<file path="config.mk">
export PLATFORM = sky130hd
export DESIGN_NAME = xpt_ctrl_store
export DESIGN_NICKNAME = d
export VERILOG_FILES = /design/src/rtl/xpt_pkg.sv /design/src/rtl/xpt_clear_seq.sv /design/src/rtl/xpt_latch_bank.sv /design/src/rtl/xpt_router.sv /design/src/rtl/xpt_ctrl_store.sv
export SDC_FILE = /design/constraint.sdc
export NUM_CORES = 1
export LEC_CHECK = 0
export ABC_CLOCK_PERIOD_IN_PS = 4800
export BUFFER_PORTS_ARGS = -buffer_cell sky130_fd_sc_hd__buf_2
export CAP_MARGIN = 20
export CORE_ASPECT_RATIO = 0.6
export CORE_MARGIN = 2
export CORE_UTILIZATION = 47
export CTS_BUF_LIST = sky130_fd_sc_hd__clkbuf_8
export CTS_CLUSTER_DIAMETER = 40
export DETAILED_ROUTE_END_ITERATION = 8
export PLACE_DENSITY = 0.88
export SYNTH_ARGS = -nofsm -noshare
export SYNTH_HDL_FRONTEND = slang
export SYNTH_SLANG_ARGS = --single-unit
</file>
<file path="constraint.sdc">
create_clock -name clk -period 4.8 [get_ports clk]
set_clock_uncertainty 0.15 [all_clocks]
set_input_delay 0.96 -clock clk [delete_from_list [all_inputs] [get_ports clk]]
set_output_delay 0.96 -clock clk [all_outputs]
set_load 0.01 [all_outputs]
</file>
<file path="src/rtl/xpt_pkg.sv">
package xpt_pkg;

  typedef enum logic {
    SEQ_CLEAR = 1'b0,
    SEQ_READY = 1'b1
  } seq_state_e;

  // Linear position of pair (xs, ys) in the enable vector.
  function automatic int unsigned pair_index(
    input int unsigned xs,
    input int unsigned ys,
    input int unsigned x_count
  );
    return ys * x_count + xs;
  endfunction

  // Lane base bit for lane k of width w.
  function automatic int unsigned lane_base(
    input int unsigned k,
    input int unsigned w
  );
    return k * w;
  endfunction

endpackage

</file>
<file path="src/rtl/xpt_clear_seq.sv">
module xpt_clear_seq #(
  parameter int unsigned DEPTH = 16,
  localparam int unsigned AW = $clog2(DEPTH)
) (
  input  logic          clk,
  input  logic          rst_n,
  output logic          busy,
  output logic          done,
  output logic [AW-1:0] clr_addr
);
  import xpt_pkg::*;

  localparam logic [AW-1:0] LAST = AW'(DEPTH - 1);

  seq_state_e    state_q;
  logic [AW-1:0] cnt_q;
  logic          at_last;

  assign at_last = (cnt_q == LAST);

  always_ff @(posedge clk or negedge rst_n) begin
    if (!rst_n) begin
      state_q <= SEQ_CLEAR;
      cnt_q   <= '0;
    end else if (state_q == SEQ_CLEAR) begin
      if (at_last) begin
        state_q <= SEQ_READY;
      end else begin
        cnt_q <= cnt_q + 1'b1;
      end
    end
  end

  assign busy     = (state_q == SEQ_CLEAR);
  assign done     = (state_q == SEQ_READY);
  assign clr_addr = cnt_q;

endmodule

</file>
<file path="src/rtl/xpt_latch_bank.sv">
module xpt_latch_bank #(
  parameter int unsigned DEPTH = 16,
  localparam int unsigned AW = $clog2(DEPTH)
) (
  input  logic             clk,
  input  logic             wr_fire,
  input  logic [AW-1:0]    wr_addr,
  input  logic             wr_bit,
  output logic [DEPTH-1:0] wr_hit,
  output logic [DEPTH-1:0] en_q
);

  for (genvar g = 0; g < DEPTH; g++) begin : g_cell
    assign wr_hit[g] = wr_fire && (wr_addr == AW'(g));

    always_ff @(posedge clk) begin
      if (wr_hit[g]) begin
        en_q[g] <= wr_bit;
      end
    end
  end

endmodule

</file>
<file path="src/rtl/xpt_router.sv">
module xpt_router #(
  parameter int unsigned X_LINES = 4,
  parameter int unsigned Y_LINES = 4,
  parameter int unsigned LANE_W  = 8,
  localparam int unsigned NPAIR  = X_LINES * Y_LINES
) (
  input  logic [NPAIR-1:0]          en,
  input  logic [X_LINES*LANE_W-1:0] x_in,
  output logic [Y_LINES*LANE_W-1:0] y_out
);
  import xpt_pkg::*;

  for (genvar gj = 0; gj < Y_LINES; gj++) begin : g_yline
    logic [LANE_W-1:0] acc;

    always_comb begin
      acc = '0;
      for (int i = 0; i < X_LINES; i++) begin
        if (en[pair_index(i, gj, X_LINES)]) begin
          acc = acc | x_in[lane_base(i, LANE_W) +: LANE_W];
        end
      end
    end

    assign y_out[gj*LANE_W +: LANE_W] = acc;
  end

endmodule

</file>
<file path="src/rtl/xpt_ctrl_store.sv">
module xpt_ctrl_store #(
  parameter int unsigned X_LINES = 4,
  parameter int unsigned Y_LINES = 4,
  parameter int unsigned LANE_W  = 8,
  localparam int unsigned NPAIR  = X_LINES * Y_LINES,
  localparam int unsigned XW     = $clog2(X_LINES),
  localparam int unsigned YW     = $clog2(Y_LINES),
  localparam int unsigned AW     = XW + YW
) (
  input  logic                      clk,
  input  logic                      rst_n,
  input  logic [AW-1:0]             addr,
  input  logic                      strobe,
  input  logic                      din,
  input  logic [X_LINES*LANE_W-1:0] x_pri,
  input  logic [X_LINES*LANE_W-1:0] x_sec,
  output logic [NPAIR-1:0]          en_vec,
  output logic                      clr_done,
  output logic [Y_LINES*LANE_W-1:0] y_pri,
  output logic [Y_LINES*LANE_W-1:0] y_sec
);
  import xpt_pkg::*;

  logic          clr_busy;
  logic [AW-1:0] clr_addr;
  logic [XW-1:0] x_sel;
  logic [YW-1:0] y_sel;
  logic [AW-1:0] host_addr;
  logic          host_fire;
  logic          wr_fire;
  logic [AW-1:0] wr_addr;
  logic          wr_bit;
  logic [NPAIR-1:0] wr_hit;

  // X select in the low address bits, Y select above it.
  assign x_sel     = addr[XW-1:0];
  assign y_sel     = addr[AW-1:XW];
  assign host_addr = AW'(pair_index(int'(x_sel), int'(y_sel), X_LINES));
  assign host_fire = strobe && clr_done;

  // The clearing walk owns the write port until it has finished.
  assign wr_fire = clr_busy || host_fire;
  assign wr_addr = clr_busy ? clr_addr : host_addr;
  assign wr_bit  = clr_busy ? 1'b0 : din;

  xpt_clear_seq #(.DEPTH(NPAIR)) seq_i (
    .clk      (clk),
    .rst_n    (rst_n),
    .busy     (clr_busy),
    .done     (clr_done),
    .clr_addr (clr_addr)
  );

  xpt_latch_bank #(.DEPTH(NPAIR)) bank_i (
    .clk     (clk),
    .wr_fire (wr_fire),
    .wr_addr (wr_addr),
    .wr_bit  (wr_bit),
    .wr_hit  (wr_hit),
    .en_q    (en_vec)
  );

  xpt_router #(.X_LINES(X_LINES), .Y_LINES(Y_LINES), .LANE_W(LANE_W)) route_pri_i (
    .en    (en_vec),
    .x_in  (x_pri),
    .y_out (y_pri)
  );

  xpt_router #(.X_LINES(X_LINES), .Y_LINES(Y_LINES), .LANE_W(LANE_W)) route_sec_i (
    .en    (en_vec),
    .x_in  (x_sec),
    .y_out (y_sec)
  );

endmodule

</file>
======== Word level (Yosys, flattened, before mapping) ========
Index checks and enable logic that the tools add are counted.
word-level totals
  register bits ........................... 21
  output and inout port bits .............. 81
operators by class
  add/sub/neg operators ................... 2
  eq/ne operators ......................... 16
  multiplexer cells ....................... 36
  bitwise operators ....................... 26
  reductions and logical operators ........ 20
operators by type and width
  kind                                            number
  2-to-1 mux 8 bit                                32
  OR 8 bit                                        24
  == test 4 bit (second input constant)           9
  logical AND 1 bit                               17
  == test 4 x 3 -> 1 bit (second input constant)  4
  == test 4 x 2 -> 1 bit (second input constant)  2
  adder 4 x 1 -> 4 bit (second input constant)    1
  adder 4 x 2 -> 4 bit                            1
  == test 4 x 1 -> 1 bit (second input constant)  1
  zero test 4 bit                                 1
  2-to-1 mux 4 bit                                1
  2-to-1 mux 1 bit                                3
  inverter 1 bit                                  2
  AND reduction 2 bit                             1
  logical OR 1 bit                                1

======== Logic depth before layout (Yosys ltp) ========
  word-level depth ........................ 7
  depth in mapped cells ................... 4

======== Modules after synthesis ========
From an unflattened synthesis, not the netlist that was laid out.
unflattened totals
  cells, all modules ...................... 290
  area total of the unflattened synthesis .. 2,471.1 um2
modules (own cells, without submodules)
  module          instances  cells each  area each (um2)
  xpt_router      2          112         748.2
  xpt_latch_bank  1          43          680.7
  xpt_clear_seq   1          17          231.5
  xpt_ctrl_store  1          6           62.6

======== Worst setup path after synthesis ========
OpenSTA, ideal clock, no wires.
  kind .................................... input -> output
  start ................................... in x_pri[16]
  end ..................................... out y_pri[0]
  data arrival time ....................... 1,224 ps
  data required time ...................... 3,690 ps
  slack ................................... 2,466 ps
  stages on the path ...................... 2
  path buffers ............................ 0
  cells stage by stage .................... a22oi_1 nand2_1
on the way
  word-level cells in the longest chain between the ends .. 4
ends and longest elaborated chain
  what                  RTL line              RTL
  start, declared       xpt_ctrl_store.sv:15  input logic [X_LINES*LANE_W-1:0] x_pri,
  OR 8 bit (*)          xpt_router.sv:20      acc = acc | x_in[lane_base(i, LANE_W) +: LANE_W];
  2-to-1 mux 8 bit (*)  xpt_router.sv:19      if (en[pair_index(i, gj, X_LINES)]) begin
  OR 8 bit              xpt_router.sv:20
  2-to-1 mux 8 bit (*)  xpt_router.sv:19
  end, declared         xpt_ctrl_store.sv:19  output logic [Y_LINES*LANE_W-1:0] y_pri,
Every way passes the cells marked *; elsewhere a longest branch is shown, timed or not.

======== Final worst setup path ========
  start ................................... reg bank_i.en_q[10]
  end ..................................... out y_sec[23]
on the way
  word-level cells in the longest chain between the ends .. 3
ends and longest elaborated chain
  what                             RTL line              RTL
  start, declared                  xpt_latch_bank.sv:10  output logic [DEPTH-1:0] en_q
  start signal, assigned by index  xpt_latch_bank.sv:18  en_q[g] <= wr_bit;
  2-to-1 mux 8 bit (*)             xpt_router.sv:19
  OR 8 bit                         xpt_router.sv:20
  2-to-1 mux 8 bit (*)             xpt_router.sv:19
  end, declared                    xpt_ctrl_store.sv:20  output logic [Y_LINES*LANE_W-1:0] y_sec
Marked as above.

==> reports/results.txt <==
The overall track demand over capacity in global routing came out at 0.336. The synthesized area is 0.00231 mm^2. After synthesis, the cell types taking the most area are sky130_fd_sc_hd__a22oi_1 (47%), sky130_fd_sc_hd__edfxtp_1 (21%), sky130_fd_sc_hd__nand2_1 (10%). The average cell area after synthesis was 7.95 um^2. The final route contains 3204 vias. The share of synthesized flip-flops with an asynchronous set or reset came out at 0.238.

Synthesis instantiated 23 different standard cells from the library. The clock sink total is 21. The peak supply drop was 0.000116 V; the endpoint arrival time on the critical path was 1.68 ns. The run gives 2 as the maximum clock insertion buffer count. Counting every net in the synthesized netlist gives 364. The sum of negative setup slack was 0 ns. Summed over all nets, the half-perimeter wirelength after detailed placement is 6740 um. The startpoint identified for the worst register-to-register timing path is seq_i.done$_DFF_PN0_. In this run, synthesis inferred 16 flip-flops with an integrated enable. The starting utilization of the core area is 0.497, and the ratio of cells with drive above 1 in the final layout is 0.387. In this run the worst path has a maximum fanout of 17.

The tools report the relative slew slack as 0.435. The total clock buffers created by CTS is 3, and the row count is 19. For the worst flop-to-flop path, the logic depth is 2. The type of the setup path with the least slack is reg2out. The clock period minus worst slack came out at 2.79 ns. The first global-routing pass estimated 14500 um of wire. The utilization after layout was 0.653; the max-capacitance violation count was 0. The flow ran to the end, and the final reports show no timing, DRC or antenna violations.

Dominant cell type by area after synthesis: sky130_fd_sc_hd__a22oi_1. TritonCTS built the clock tree. STA classifies the critical path startpoint as a register. The total setup violations reported at the end of the flow is 0, and the synthesis-to-finish area growth is 31.5%. Derived from the worst setup path, the maximum achievable clock frequency is 358 MHz. The later pin in the worst-skew pair is clocked with a latency of 0.26 ns. In the routed layout, each cell is associated on average with a via count of 6.73. After clock tree synthesis, the clock-pin slew on the worst setup and hold paths is 0.08 ns.

The die boundary width is 94.6 um, and the remaining number of nets flagged by the antenna check after routing is 0. The power after layout was 461 uW; the number of instances resized during post-cts repair was 0. Yosys printed 0 warnings. The critical path endpoint category was an output pin. Buffers placed on the I/O ports in this run total 152.

The tools report the post-CTS setup-driven buffer insertion count as 0. Sequential element share of the synthesized area: 0.262. The worst hold slack after final layout came out at 0.342 ns. For the number of antenna violations at the first check in global routing, the log shows 0. The top flip-flop cell by instance count after synthesis is sky130_fd_sc_hd__edfxtp_1.

The area fraction of the dominant cell type after synthesis came out at 0.467. The average wire length per cell after detail routing came out at 20.4 um. The logs give 3.69 ns for the data required time at the worst endpoint and 487 for the net count of the finished layout. From bottom edge to top edge, the die measures 58.3 um.

The hold-fix buffer count after cts is 0, and the power density of the placed cells is 152 mW/mm^2. The total wire length after detailed routing is 9710 um. The repair_antennas step left the layout with diodes totalling 0. The run gives 153 as the number of primary I/O pins. The commonest cells after synthesis are sky130_fd_sc_hd__a22oi_1 (144), sky130_fd_sc_hd__nand2_1 (64), sky130_fd_sc_hd__buf_2 (17), sky130_fd_sc_hd__clkbuf_1 (16), sky130_fd_sc_hd__edfxtp_1 (16).

The final count of pins violating max slew was 0. In the post-synthesis netlist, the cell with the most instances is sky130_fd_sc_hd__a22oi_1. The placeable core region was 0.00466 mm^2.

The worst register-to-register path ends at bank_i.en_q[4]$_DFFE_PP_. The analysis attributes to cell leakage a power of 0.00136 uW. The via count of the first global-routing pass is 2939, and the final period utilization is 0.582. In this run the worst hold path is classified as in2async. The run gives 0 as the DRC violations left.

The first routing iteration left 434 violations. The number of synthesized register bits is 21, and the slack of the worst reg-to-reg path is 2.88 ns. Global routing finished with a remaining overflow of 0.

Clock tree synthesis selected as its root buffer the cell sky130_fd_sc_hd__clkbuf_8. Number of levels the H-tree was split into: 1. At the pin with the least slew margin, the transition time is 0.847 ns. The die covers 0.00552 mm^2. The run gives 0 as the hold violation count in the final report. The first detailed-routing pass ran for 5 iterations.

Entering global routing, the biggest net connects 22 pins. Setup repair after global routing left no endpoint under its margin. Counting every instance in the synthesized netlist gives 291. The final estimated routing congestion in global placement was 0.966.
area by class of cell:
type                    count  area, um^2
clock buffers               3        41.3
clock inverters             1        3.75
fillers                   415        1620
inverters                   1        3.75
multi-input cells         235        1550
flip-flops and latches     21         606
well taps                  63        78.8
repair buffers            152         761
layer usage:
layer	share of wire	vias up	track usage
li1	-	1418	-
met1	0.41	1512	0.491
met2	0.45	254	0.515
met3	0.13	20	0.0755
met4	0.011	0	0.0745
met5	0	-	0
layout by cell type, fill, tap and decap left out, drive strengths merged:
cell / count
a22oi: 144
a31oi: 1
and2: 1
buf: 152
clkbuf: 3
dfrtp: 5
edfxtp: 16
ha: 1
inv: 2
mux2: 3
nand2: 64
nand2b: 2
nand3: 1
nand3b: 4
nand4: 1
nand4b: 3
nand4bb: 1
nor2b: 1
or3: 2
or3b: 5
xor2: 1
state kept, by name (all words and copies together), names as in the netlist:
signal and count:
bank_i.en_q 16, seq_i.clr_addr 4, seq_i.done 1
worst max-delay path, stage by stage (launching register included):
cell	delay, ns
sky130_fd_sc_hd__edfxtp_1	0.91
sky130_fd_sc_hd__a22oi_1	0.23
sky130_fd_sc_hd__nand2_1	0.14
sky130_fd_sc_hd__buf_2	0.14
logic make-up (layout without fill, tap and decap cells):
logic type               count (synthesis)  count (layout)  synth area share
multiplexers                             3               3            0.0146
AND/OR/NAND/NOR                         85              85             0.175
XOR/XNOR                                 1               1           0.00379
adder cells (fa/ha/maj)                  1               1           0.00541
flip-flops                              21              21             0.262
AO/OA/AOI/OAI                          145             145             0.470
buffers and inverters                   35             157            0.0692
report_power, final:
| part | total (uW) | internal (uW) | leakage [uW] | switching [uW] |
|---|---|---|---|---|
| sequential | 199 | 196 | 0.000188 | 2.29 |
| clock | 116 | 57.1 | 0.0000269 | 58.5 |
| combinational | 147 | 65.9 | 0.00115 | 80.6 |
stage by stage:
| step | area (um^2) | setup WS (ns) | cells |
|---|---|---|---|
| after floorplan | 2310 | 2.47 | 291 |
| after global placement | 3000 | 2.20 | 472 |
| after detailed placement | 3000 | 2.15 | 472 |
| after CTS | 3040 | 2.09 | 476 |
| after global routing | 3040 | 1.96 | 476 |
| final | 3040 | 2.01 | 476 |
worst max path at each step:
stage	start	end
detailed placement	x_pri[6]	y_pri[6]
CTS	bank_i.en_q[10]$_DFFE_PP_	y_sec[23]
global placement	x_sec[5]	y_sec[5]
floorplan	x_pri[16]	y_pri[0]
finish	bank_i.en_q[10]$_DFFE_PP_	y_sec[23]
global route	bank_i.en_q[10]$_DFFE_PP_	y_sec[23]
Power figures use the tool's default switching activity.
